<file path="src/rtl/twi_stat_pkg.sv">
package twi_stat_pkg;

    localparam int NUM_EVT = 5;
    localparam int NUM_CFG = 7;

    localparam int EVT_DONE      = 0;
    localparam int EVT_LOST_ARB  = 1;
    localparam int EVT_NO_RESP   = 2;
    localparam int EVT_COLLISION = 3;
    localparam int EVT_BUS_BUSY  = 4;

    localparam logic [7:0] OFF_CMD  = 8'h0C;
    localparam logic [7:0] OFF_STS  = 8'h1C;
    localparam logic [7:0] OFF_MSK  = 8'h20;
    localparam logic [7:0] OFF_BUSY = 8'h24;

    // plain setup registers: offset, reset value, writable bits
    localparam logic [7:0] CFG_OFF [NUM_CFG] = '{8'h00, 8'h04, 8'h08, 8'h0C, 8'h10, 8'h14, 8'h18};
    localparam logic [31:0] CFG_RST [NUM_CFG] = '{32'h301F, 32'h301F, 32'h3302, 32'h0, 32'h0, 32'h0, 32'h0};
    localparam logic [31:0] CFG_MSK [NUM_CFG] = '{32'hF3FF, 32'hF3FF, 32'hFFF3, 32'h0377, 32'h03FF,
                                                 32'hFFFF_FFFF, 32'hFFFF_FFFF};

    typedef enum logic [2:0] {
        RES_OK        = 3'd0,
        RES_LOST_ARB  = 3'd1,
        RES_NO_RESP   = 3'd2,
        RES_COLLISION = 3'd3,
        RES_BUS_BUSY  = 3'd4
    } twi_res_e;

    typedef enum logic [0:0] {
        ST_IDLE   = 1'b0,
        ST_ACTIVE = 1'b1
    } twi_xfer_st_e;

endpackage

</file>
<file path="src/rtl/twi_mask_reg.sv">
module twi_mask_reg #(
    parameter int          W       = 32,
    parameter logic [31:0] RST_VAL = 32'h0,
    parameter logic [31:0] KEEP    = 32'hFFFF_FFFF
) (
    input  logic         clk,
    input  logic         rst_n,
    input  logic         wr_en,
    input  logic [W-1:0] wdata,
    output logic [W-1:0] q
);
    localparam logic [W-1:0] RST_W  = RST_VAL[W-1:0];
    localparam logic [W-1:0] KEEP_W = KEEP[W-1:0];

    always_ff @(posedge clk or negedge rst_n) begin
        if (!rst_n)
            q <= RST_W & KEEP_W;
        else if (wr_en)
            q <= wdata & KEEP_W;
    end
endmodule

</file>
<file path="src/rtl/twi_evt_bank.sv">
module twi_evt_bank #(
    parameter int N = 5
) (
    input  logic         clk,
    input  logic         rst_n,
    input  logic         clr_en,
    input  logic [N-1:0] clr_bits,
    input  logic [N-1:0] evt,
    output logic [N-1:0] sts_q
);
    for (genvar b = 0; b < N; b++) begin : g_bit
        always_ff @(posedge clk or negedge rst_n) begin
            if (!rst_n)
                sts_q[b] <= 1'b0;
            else if (evt[b])
                sts_q[b] <= 1'b1;          // event beats a same-cycle clear
            else if (clr_en && clr_bits[b])
                sts_q[b] <= 1'b0;
        end
    end
endmodule

</file>
<file path="src/rtl/twi_busy_fsm.sv">
module twi_busy_fsm
    import twi_stat_pkg::*;
(
    input  logic clk,
    input  logic rst_n,
    input  logic cmd_wr,
    input  logic done_evt,
    output logic busy
);
    twi_xfer_st_e state_q, state_d;

    always_ff @(posedge clk or negedge rst_n) begin
        if (!rst_n)
            state_q <= ST_IDLE;
        else
            state_q <= state_d;
    end

    always_comb begin
        state_d = state_q;
        unique case (state_q)
            ST_IDLE:   if (cmd_wr) state_d = ST_ACTIVE;
            ST_ACTIVE: if (!cmd_wr && done_evt) state_d = ST_IDLE;
            default:   state_d = ST_IDLE;
        endcase
    end

    always_comb begin
        busy = (state_q == ST_ACTIVE);
    end
endmodule

</file>
<file path="src/rtl/twi_result_dec.sv">
module twi_result_dec
    import twi_stat_pkg::*;
#(
    parameter int N = 5
) (
    input  logic [N-1:0] sts,
    output logic [2:0]   code
);
    always_comb begin
        if (sts[EVT_LOST_ARB])       code = RES_LOST_ARB;
        else if (sts[EVT_NO_RESP])   code = RES_NO_RESP;
        else if (sts[EVT_COLLISION]) code = RES_COLLISION;
        else if (sts[EVT_BUS_BUSY])  code = RES_BUS_BUSY;
        else                         code = RES_OK;
    end
endmodule

</file>
<file path="src/rtl/twi_stat_regs.sv">
module twi_stat_regs
    import twi_stat_pkg::*;
#(
    parameter int ADDR_W = 8,
    parameter int DATA_W = 32
) (
    input  logic              clk,
    input  logic              rst_n,
    input  logic              bus_wr,
    input  logic [ADDR_W-1:0] bus_addr,
    input  logic [DATA_W-1:0] bus_wdata,
    output logic [DATA_W-1:0] bus_rdata,
    input  logic [NUM_EVT-1:0] evt_pulse,
    output logic              irq,
    output logic [2:0]        result
);
    localparam logic [ADDR_W-1:0] A_CMD  = ADDR_W'(OFF_CMD);
    localparam logic [ADDR_W-1:0] A_STS  = ADDR_W'(OFF_STS);
    localparam logic [ADDR_W-1:0] A_MSK  = ADDR_W'(OFF_MSK);
    localparam logic [ADDR_W-1:0] A_BUSY = ADDR_W'(OFF_BUSY);

    logic [DATA_W-1:0]  cfg_q [NUM_CFG];
    logic [NUM_EVT-1:0] sts_q;
    logic [NUM_EVT-1:0] msk_q;
    logic               busy;

    for (genvar i = 0; i < NUM_CFG; i++) begin : g_cfg
        twi_mask_reg #(
            .W       (DATA_W),
            .RST_VAL (CFG_RST[i]),
            .KEEP    (CFG_MSK[i])
        ) u_reg (
            .clk   (clk),
            .rst_n (rst_n),
            .wr_en (bus_wr && (bus_addr == ADDR_W'(CFG_OFF[i]))),
            .wdata (bus_wdata),
            .q     (cfg_q[i])
        );
    end

    twi_mask_reg #(
        .W       (NUM_EVT),
        .RST_VAL (32'h0),
        .KEEP    (32'h1F)
    ) u_msk (
        .clk   (clk),
        .rst_n (rst_n),
        .wr_en (bus_wr && (bus_addr == A_MSK)),
        .wdata (bus_wdata[NUM_EVT-1:0]),
        .q     (msk_q)
    );

    twi_evt_bank #(.N(NUM_EVT)) u_evt (
        .clk      (clk),
        .rst_n    (rst_n),
        .clr_en   (bus_wr && (bus_addr == A_STS)),
        .clr_bits (bus_wdata[NUM_EVT-1:0]),
        .evt      (evt_pulse),
        .sts_q    (sts_q)
    );

    twi_busy_fsm u_fsm (
        .clk      (clk),
        .rst_n    (rst_n),
        .cmd_wr   (bus_wr && (bus_addr == A_CMD)),
        .done_evt (evt_pulse[EVT_DONE]),
        .busy     (busy)
    );

    twi_result_dec #(.N(NUM_EVT)) u_dec (
        .sts  (sts_q),
        .code (result)
    );

    assign irq = |(sts_q & msk_q);

    always_comb begin
        bus_rdata = '0;
        for (int i = 0; i < NUM_CFG; i++)
            if (bus_addr == ADDR_W'(CFG_OFF[i]))
                bus_rdata = cfg_q[i];
        if (bus_addr == A_STS)  bus_rdata = DATA_W'(sts_q);
        if (bus_addr == A_MSK)  bus_rdata = DATA_W'(msk_q);
        if (bus_addr == A_BUSY) bus_rdata = DATA_W'(busy);
    end
endmodule

</file>
<file path="config.mk">
export PLATFORM = sky130hd
export DESIGN_NAME = twi_stat_regs
export DESIGN_NICKNAME = d
export VERILOG_FILES = /design/src/rtl/twi_stat_pkg.sv /design/src/rtl/twi_mask_reg.sv /design/src/rtl/twi_evt_bank.sv /design/src/rtl/twi_busy_fsm.sv /design/src/rtl/twi_result_dec.sv /design/src/rtl/twi_stat_regs.sv
export SDC_FILE = /design/constraint.sdc
export NUM_CORES = 1
export LEC_CHECK = 0
export ABC_AREA = 1
export BUFFER_PORTS_ARGS = -buffer_cell sky130_fd_sc_hd__buf_4
export CAP_MARGIN = 10
export CORE_AREA = 5 5 132 134
export CTS_CLUSTER_SIZE = 16
export DETAILED_ROUTE_END_ITERATION = 12
export DIE_AREA = 0 0 137 139
export GPL_TIMING_DRIVEN = 1
export PLACE_DENSITY = 0.71
export REMOVE_ABC_BUFFERS = 1
export SETUP_SLACK_MARGIN = 0.02
export SYNTH_ARGS = -nofsm -noshare
export SYNTH_HDL_FRONTEND = slang
export SYNTH_HIERARCHICAL = 1
export SYNTH_SLANG_ARGS = --single-unit
</file>
<file path="constraint.sdc">
create_clock -name clk -period 3.3 [get_ports clk]
set_input_delay 0.495 -clock clk [delete_from_list [all_inputs] [get_ports clk]]
set_output_delay 0.495 -clock clk [all_outputs]
set_load 0.005 [all_outputs]
</file>
### Yosys cells after proc, flatten, opt, wreduce, memory -nomap -nowiden

Cells that the tools add are included.

| cells by class | value |
|---|---|
| equality and inequality tests | 9 |
| mux-type cells | 27 |
| bitwise gates (word level) | 2 |
| reduce and logical (&&, ||, !) cells | 23 |

Operator list:

| operator | number |
|---|---|
| $mux 32 | 9 |
| $eq 8x5->1 const B | 4 |
| $eq 8x4->1 const B | 2 |
| $eq 8x6->1 const B | 2 |
| $mux 16 | 1 |
| $logic_and 1x1->1 | 15 |
| $mux 1 | 12 |
| $mux 3 | 4 |
| $reduce_bool 2->1 | 5 |
| $eq 8x3->1 const B | 1 |
| $logic_not 8->1 | 1 |
| $and 5x5->5 | 1 |
| $reduce_or 5->1 | 1 |
| $pmux 1 s2 | 1 |
| $logic_not 1->1 | 1 |
| $not 1->1 | 1 |

| storage, ports and cells | value |
|---|---|
| bits in registers | 135 |
| input port bits | 48 |
| output and inout bits | 36 |

### Depth between registers and ports, before layout

| depth | value |
|---|---|
| depth after elaboration | 11 |
| mapped depth | 12 |

### Cells and area by module

The synthesis kept the hierarchy.

By module, submodules not included:

| module | instances | cells an instance | area an instance (um^2) | seq. area each (um^2) |
|---|---|---|---|---|
| twi_mask_reg (g_cfg[5].u_reg ...) | 2 | 136 | 1292.5 | 800.8 |
| twi_stat_regs | 1 | 455 | 2135.8 | 0.0 |
| twi_mask_reg (g_cfg[0].u_reg ...) | 2 | 78 | 678.2 | 359.1 |
| twi_mask_reg (g_cfg[2].u_reg) | 1 | 78 | 675.6 | 356.6 |
| twi_mask_reg (g_cfg[4].u_reg) | 1 | 65 | 546.8 | 250.2 |
| twi_mask_reg (g_cfg[3].u_reg) | 1 | 59 | 489.2 | 200.2 |
| twi_evt_bank | 1 | 25 | 200.2 | 125.1 |
| twi_mask_reg (u_msk) | 1 | 21 | 185.2 | 125.1 |
| twi_busy_fsm | 1 | 5 | 40.0 | 25.0 |
| twi_result_dec | 1 | 9 | 38.8 | 0.0 |

### Worst setup path after synthesis

Ideal clock, no wire load.

| timing path | value |
|---|---|
| kind | input port to output port |
| start point | in bus_addr[7] |
| end point | out bus_rdata[22] |
| arrival | 1.421 ns |
| path slack | 1.384 ns |
| stages on the path | 8 |
| path buffers | 2 |
| path through | nor2_4 nand3_2 inv_1 nand2_2 buf_6 buf_2 o22ai_1 inv_1 |

| on the way | value |
|---|---|
| cells in the longest elaborated chain, start to end | 9 |

Ends and longest elaborated chain:

| what | RTL line | RTL |
|---|---|---|
| from (decl) | twi_stat_regs.sv:10 | `input logic [ADDR_W-1:0] bus_addr,` |
| $eq 8x4->1 | twi_stat_regs.sv:80 | `if (bus_addr == ADDR_W'(CFG_OFF[i]))` |
| $mux 32 (5 in a row) | twi_stat_regs.sv:80 |  |
| $mux 32 | twi_stat_regs.sv:82 | `if (bus_addr == A_STS) bus_rdata = DATA_W'(sts_q);` |
| $mux 32 | twi_stat_regs.sv:83 | `if (bus_addr == A_MSK) bus_rdata = DATA_W'(msk_q);` |
| $mux 32 (*) | twi_stat_regs.sv:84 | `if (bus_addr == A_BUSY) bus_rdata = DATA_W'(busy);` |
| to (decl) | twi_stat_regs.sv:12 | `output logic [DATA_W-1:0] bus_rdata,` |

Mark *: on every way between the ends. The rest lies on a longest branch, timed or not.

### Worst setup path after layout

| timing path | value |
|---|---|
| start point | in bus_addr[1] |
| end point | out bus_rdata[14] |

| on the way | value |
|---|---|
| cells in the longest elaborated chain, start to end | 11 |

Ends and longest elaborated chain:

| what | RTL line |
|---|---|
| $logic_not 8->1 | twi_stat_regs.sv:80 |
| $mux 16 | twi_stat_regs.sv:80 |
| $mux 32 (6 in a row) | twi_stat_regs.sv:80 |
| $mux 32 | twi_stat_regs.sv:82 |
| $mux 32 | twi_stat_regs.sv:83 |
| $mux 32 (*) | twi_stat_regs.sv:84 |

Marked as above.

==> impl_metrics.csv <==
group,metric,value,unit
outcome,outcome,"completed",
global_routing,groute.usage.overall,0.214,
detailed_routing,antenna_left,0,
synth,synth_ff_type,"sky130_fd_sc_hd__dfrtp_1",
worst_setup_path,slowest_stage_delay_on_critical_path,410,ps
detailed_routing,routed_via_density,4.61,
detailed_routing,initialDrtViolationCount,292,
synth,synth.avg_cell_area,7.21,um^2
timing,finalClockSkew,0,ps
global_routing,number_of_antenna_violations_at_the_first_check_in_global_routing,0,
worst_setup_path,critPathArrivalTime,2080,ps
worst_setup_path,crit_fanout,18,
global_routing,grt_start_max_net_pins,64,
timing,fmax,388,MHz
placed_design,portBuffers,83,
timing,relSlewSlack,0.539,
worst_setup_path,critPathLaunchType,"input pin",
power,power.static_leakage,0.00540,uW
clocking,cts.htree.levels,4,
floorplanning,die_width,137,um
worst_setup_path,critical_path_required,2800,ps
hold_path,hold_path.class,"in2async",
worst_setup_path,worstSetupPathType,"in2out",
synth,netlist_area_pre_place,0.00825,mm^2
worst_setup_path,critical-path-top-cell-by-count,"sky130_fd_sc_hd__buf_4",
floorplanning,start_util,0.510,
clocking,cts_buffer_depth,2,
placed_design,place.detailed.hpwl,12700,um
layout,diode_insertion_count_for_antenna_repair,0,
clocking,clkTransAtPathRegs,60,ps
worst_setup_path,slowest_stage,"sky130_fd_sc_hd__nor2_4",
synth,synth_enable_flop_cells,0,
global_routing,grt_pass1_wl,32600,um
timing,final-hold-violation-count,0,
layout,post-route-cell-area,0.00912,mm^2
worst_setup_path,cp-end-kind,"primary output",
synth,post-synth-top-area-fraction,0.352,
worst_setup_path,ff2ff_setup_slack,2580,ps
clocking,clock-sinks,135,
worst_setup_path,crit-reg2reg-capture,"g_cfg[0].u_reg/q[3]",
floorplanning,die_h,139,um
placed_design,placed_cell_area,0.00848,mm^2
layout,drive_above_1_share,0.179,
detailed_routing,drt_pre_antenna_iters,6,
synth,synth_async_sr_flop_share,1.00,
detailed_routing,routed-via-count,6685,
placed_design,gp_congestion,0.791,
power,power-per-cell-area,446,mW/mm^2
timing,final_max_slew_viol_count,0,
timing,tightest_slew,689,ps
clocking,cts_tree,"built",
run,timing.max_cap.violations,0,
worst_setup_path,worstReg2RegStart,"g_cfg[0].u_reg/q[3]",
layout,final_net_count,1266,
synth,ys_ff_latch,135,
synth,post-synth-top-area-cell,"sky130_fd_sc_hd__dfrtp_1",
global_routing,first_global_vias,6676,
worst_setup_path,path_cells,"buf_4 -> nor2_2 -> nand2_2 -> nor2_4 -> buf_4 -> nand2_1 -> nand2_1 -> a21oi_1 -> nand3_1 -> o22ai_1 -> inv_1 -> buf_4",
floorplanning,pin_count,84,
detailed_routing,wire_length_reported_by_the_detailed_router,19200,um
global_routing,gr-total-overflow,0,
synth,ys_seq_area_frac,0.412,
synth,synth_area_leaders,"sky130_fd_sc_hd__dfrtp_1 (35%), sky130_fd_sc_hd__nand2_1 (28%), sky130_fd_sc_hd__buf_4 (9.7%)",
timing,timing.final.setup_violations,0,
timing,final_critical_period,2570,ps
timing,setup_repair_after_global_routing_missed_its_margin,"no",
detailed_routing,remaining_drc_errors,0,
clocking,postCtsResizedCells,0,
timing,setup_total_negative_slack,0,ps
clocking,postCtsSetupRepairBufs,0,
power,power.ir.vdd_worst,0.376,mV
clocking,hold_buffers,0,
clocking,insertion_delay,410,ps
floorplanning,core.rowCount,47,
synth,synthCells,1145,
floorplanning,floorplan.core_area,0.0162,mm^2
layout,nFillCells,1589,
worst_setup_path,timing.reg2reg.worst_path_depth,2,
synth,synth_cell_type_count,36,
floorplanning,design.die.area,0.0190,mm^2
layout,area_growth_syn_to_layout,10.5,%
detailed_routing,post_drt_wl_per_cell,13.2,um
clocking,cts-root-buf,"sky130_fd_sc_hd__clkbuf_16",
timing,post-route-period-util,0.780,
clocking,cts_buffers,17,
synth,synth_warnings,6,
==> through the flow <==
step                hold slack (ps)  cells  worst slack [ps]  utilization  total power (uW)
floorplan                       199   1095               180            -              1900
global placement                451   1419               746        0.524              2040
detailed placement              452   1419               704        0.524              2050
CTS                            77.6   1451               703        0.564              4100
global route                   99.1   1451               557        0.564              4230
finish                         45.2   1451               725        0.564              4070
==> cell type report <==
type                       instances  area (um^2)  area share
inverter                          66          268      0.0294
multi-input combinational        894         3750       0.411
timing repair buffer             104          785      0.0860
sequential                       135         3400       0.373
clock inverter                    11          170      0.0187
clock buffer                      21          470      0.0516
tap                              220          275      0.0302
==> sequential cells by signal, summed over array words and instances, names as in the netlist <==
register	flops
g_cfg.u_reg/q	124
u_evt/sts_q	5
u_msk/q	5
u_fsm/busy	1
==> cells in the final DEF (no fill, tap or decap), types with 17 or more instances in the layout <==
| cell | n |
|---|---|
| sky130_fd_sc_hd__nand2_1 | 617 |
| sky130_fd_sc_hd__dfrtp_1 | 116 |
| sky130_fd_sc_hd__buf_4 | 103 |
| sky130_fd_sc_hd__conb_1 | 100 |
| sky130_fd_sc_hd__inv_1 | 50 |
| sky130_fd_sc_hd__nand3_1 | 34 |
| sky130_fd_sc_hd__nor2_1 | 25 |
| sky130_fd_sc_hd__o22ai_1 | 25 |
| sky130_fd_sc_hd__nand2_2 | 24 |
| sky130_fd_sc_hd__a21oi_1 | 24 |
| sky130_fd_sc_hd__dfstp_2 | 19 |
| sky130_fd_sc_hd__clkbuf_16 | 17 |
==> worst max-delay path by stage <==
stage / from / end / slack (ps) / cells after the start
after CTS: bus_addr[1] / bus_rdata[14] / 700 / 12
after global routing: bus_addr[1] / bus_rdata[14] / 560 / 12
after detailed placement: bus_addr[1] / bus_rdata[14] / 700 / 12
after global placement: bus_addr[1] / bus_rdata[15] / 750 / 12
final: bus_addr[1] / bus_rdata[14] / 730 / 12
after floorplan: bus_addr[7] / g_cfg[6].u_reg/q[10] / 180 / 8
==> metal layers <==
layer  wire (um)  GRT usage
met4         379     0.0614
met2        9060      0.348
met5           0          0
met3        1110     0.0472
met1        8640      0.289
==> cells by family (layout without fill, tap and decap cells) <==
family,Yosys count,in the layout,synth area share
and+or+nand+nor,728,728,0.358
buffers and inverters,211,202,0.177
DFF,135,135,0.412
AOI/OAI and AO/OA,66,66,0.0502
other,5,100,0.00227
==> synthesized netlist by cell type, drive strengths merged, types with 5 or more instances <==
| cell | instances |
|---|---|
| nand3 | 36 |
| a21oi | 32 |
| buf | 139 |
| dfstp | 19 |
| nand2 | 643 |
| o22ai | 25 |
| dfrtp | 116 |
| inv | 65 |
| clkbuf | 6 |
| nand4 | 6 |
| nor2 | 36 |
| conb | 5 |
==> worst max-delay path: cells and delay by family <==
family          cells  cell delay [ps]
simple gates        6              910
buf+inv             4              550
compound gates      2              110
==> where the power goes <==
part,switching [uW],leakage (uW),internal (uW)
clock network,719,0.000306,1330
logic,151,0.00332,89.6
registers,42.2,0.00177,1740
total,912,0.00540,3160
Note: power is estimated with default switching activity, not from simulation.
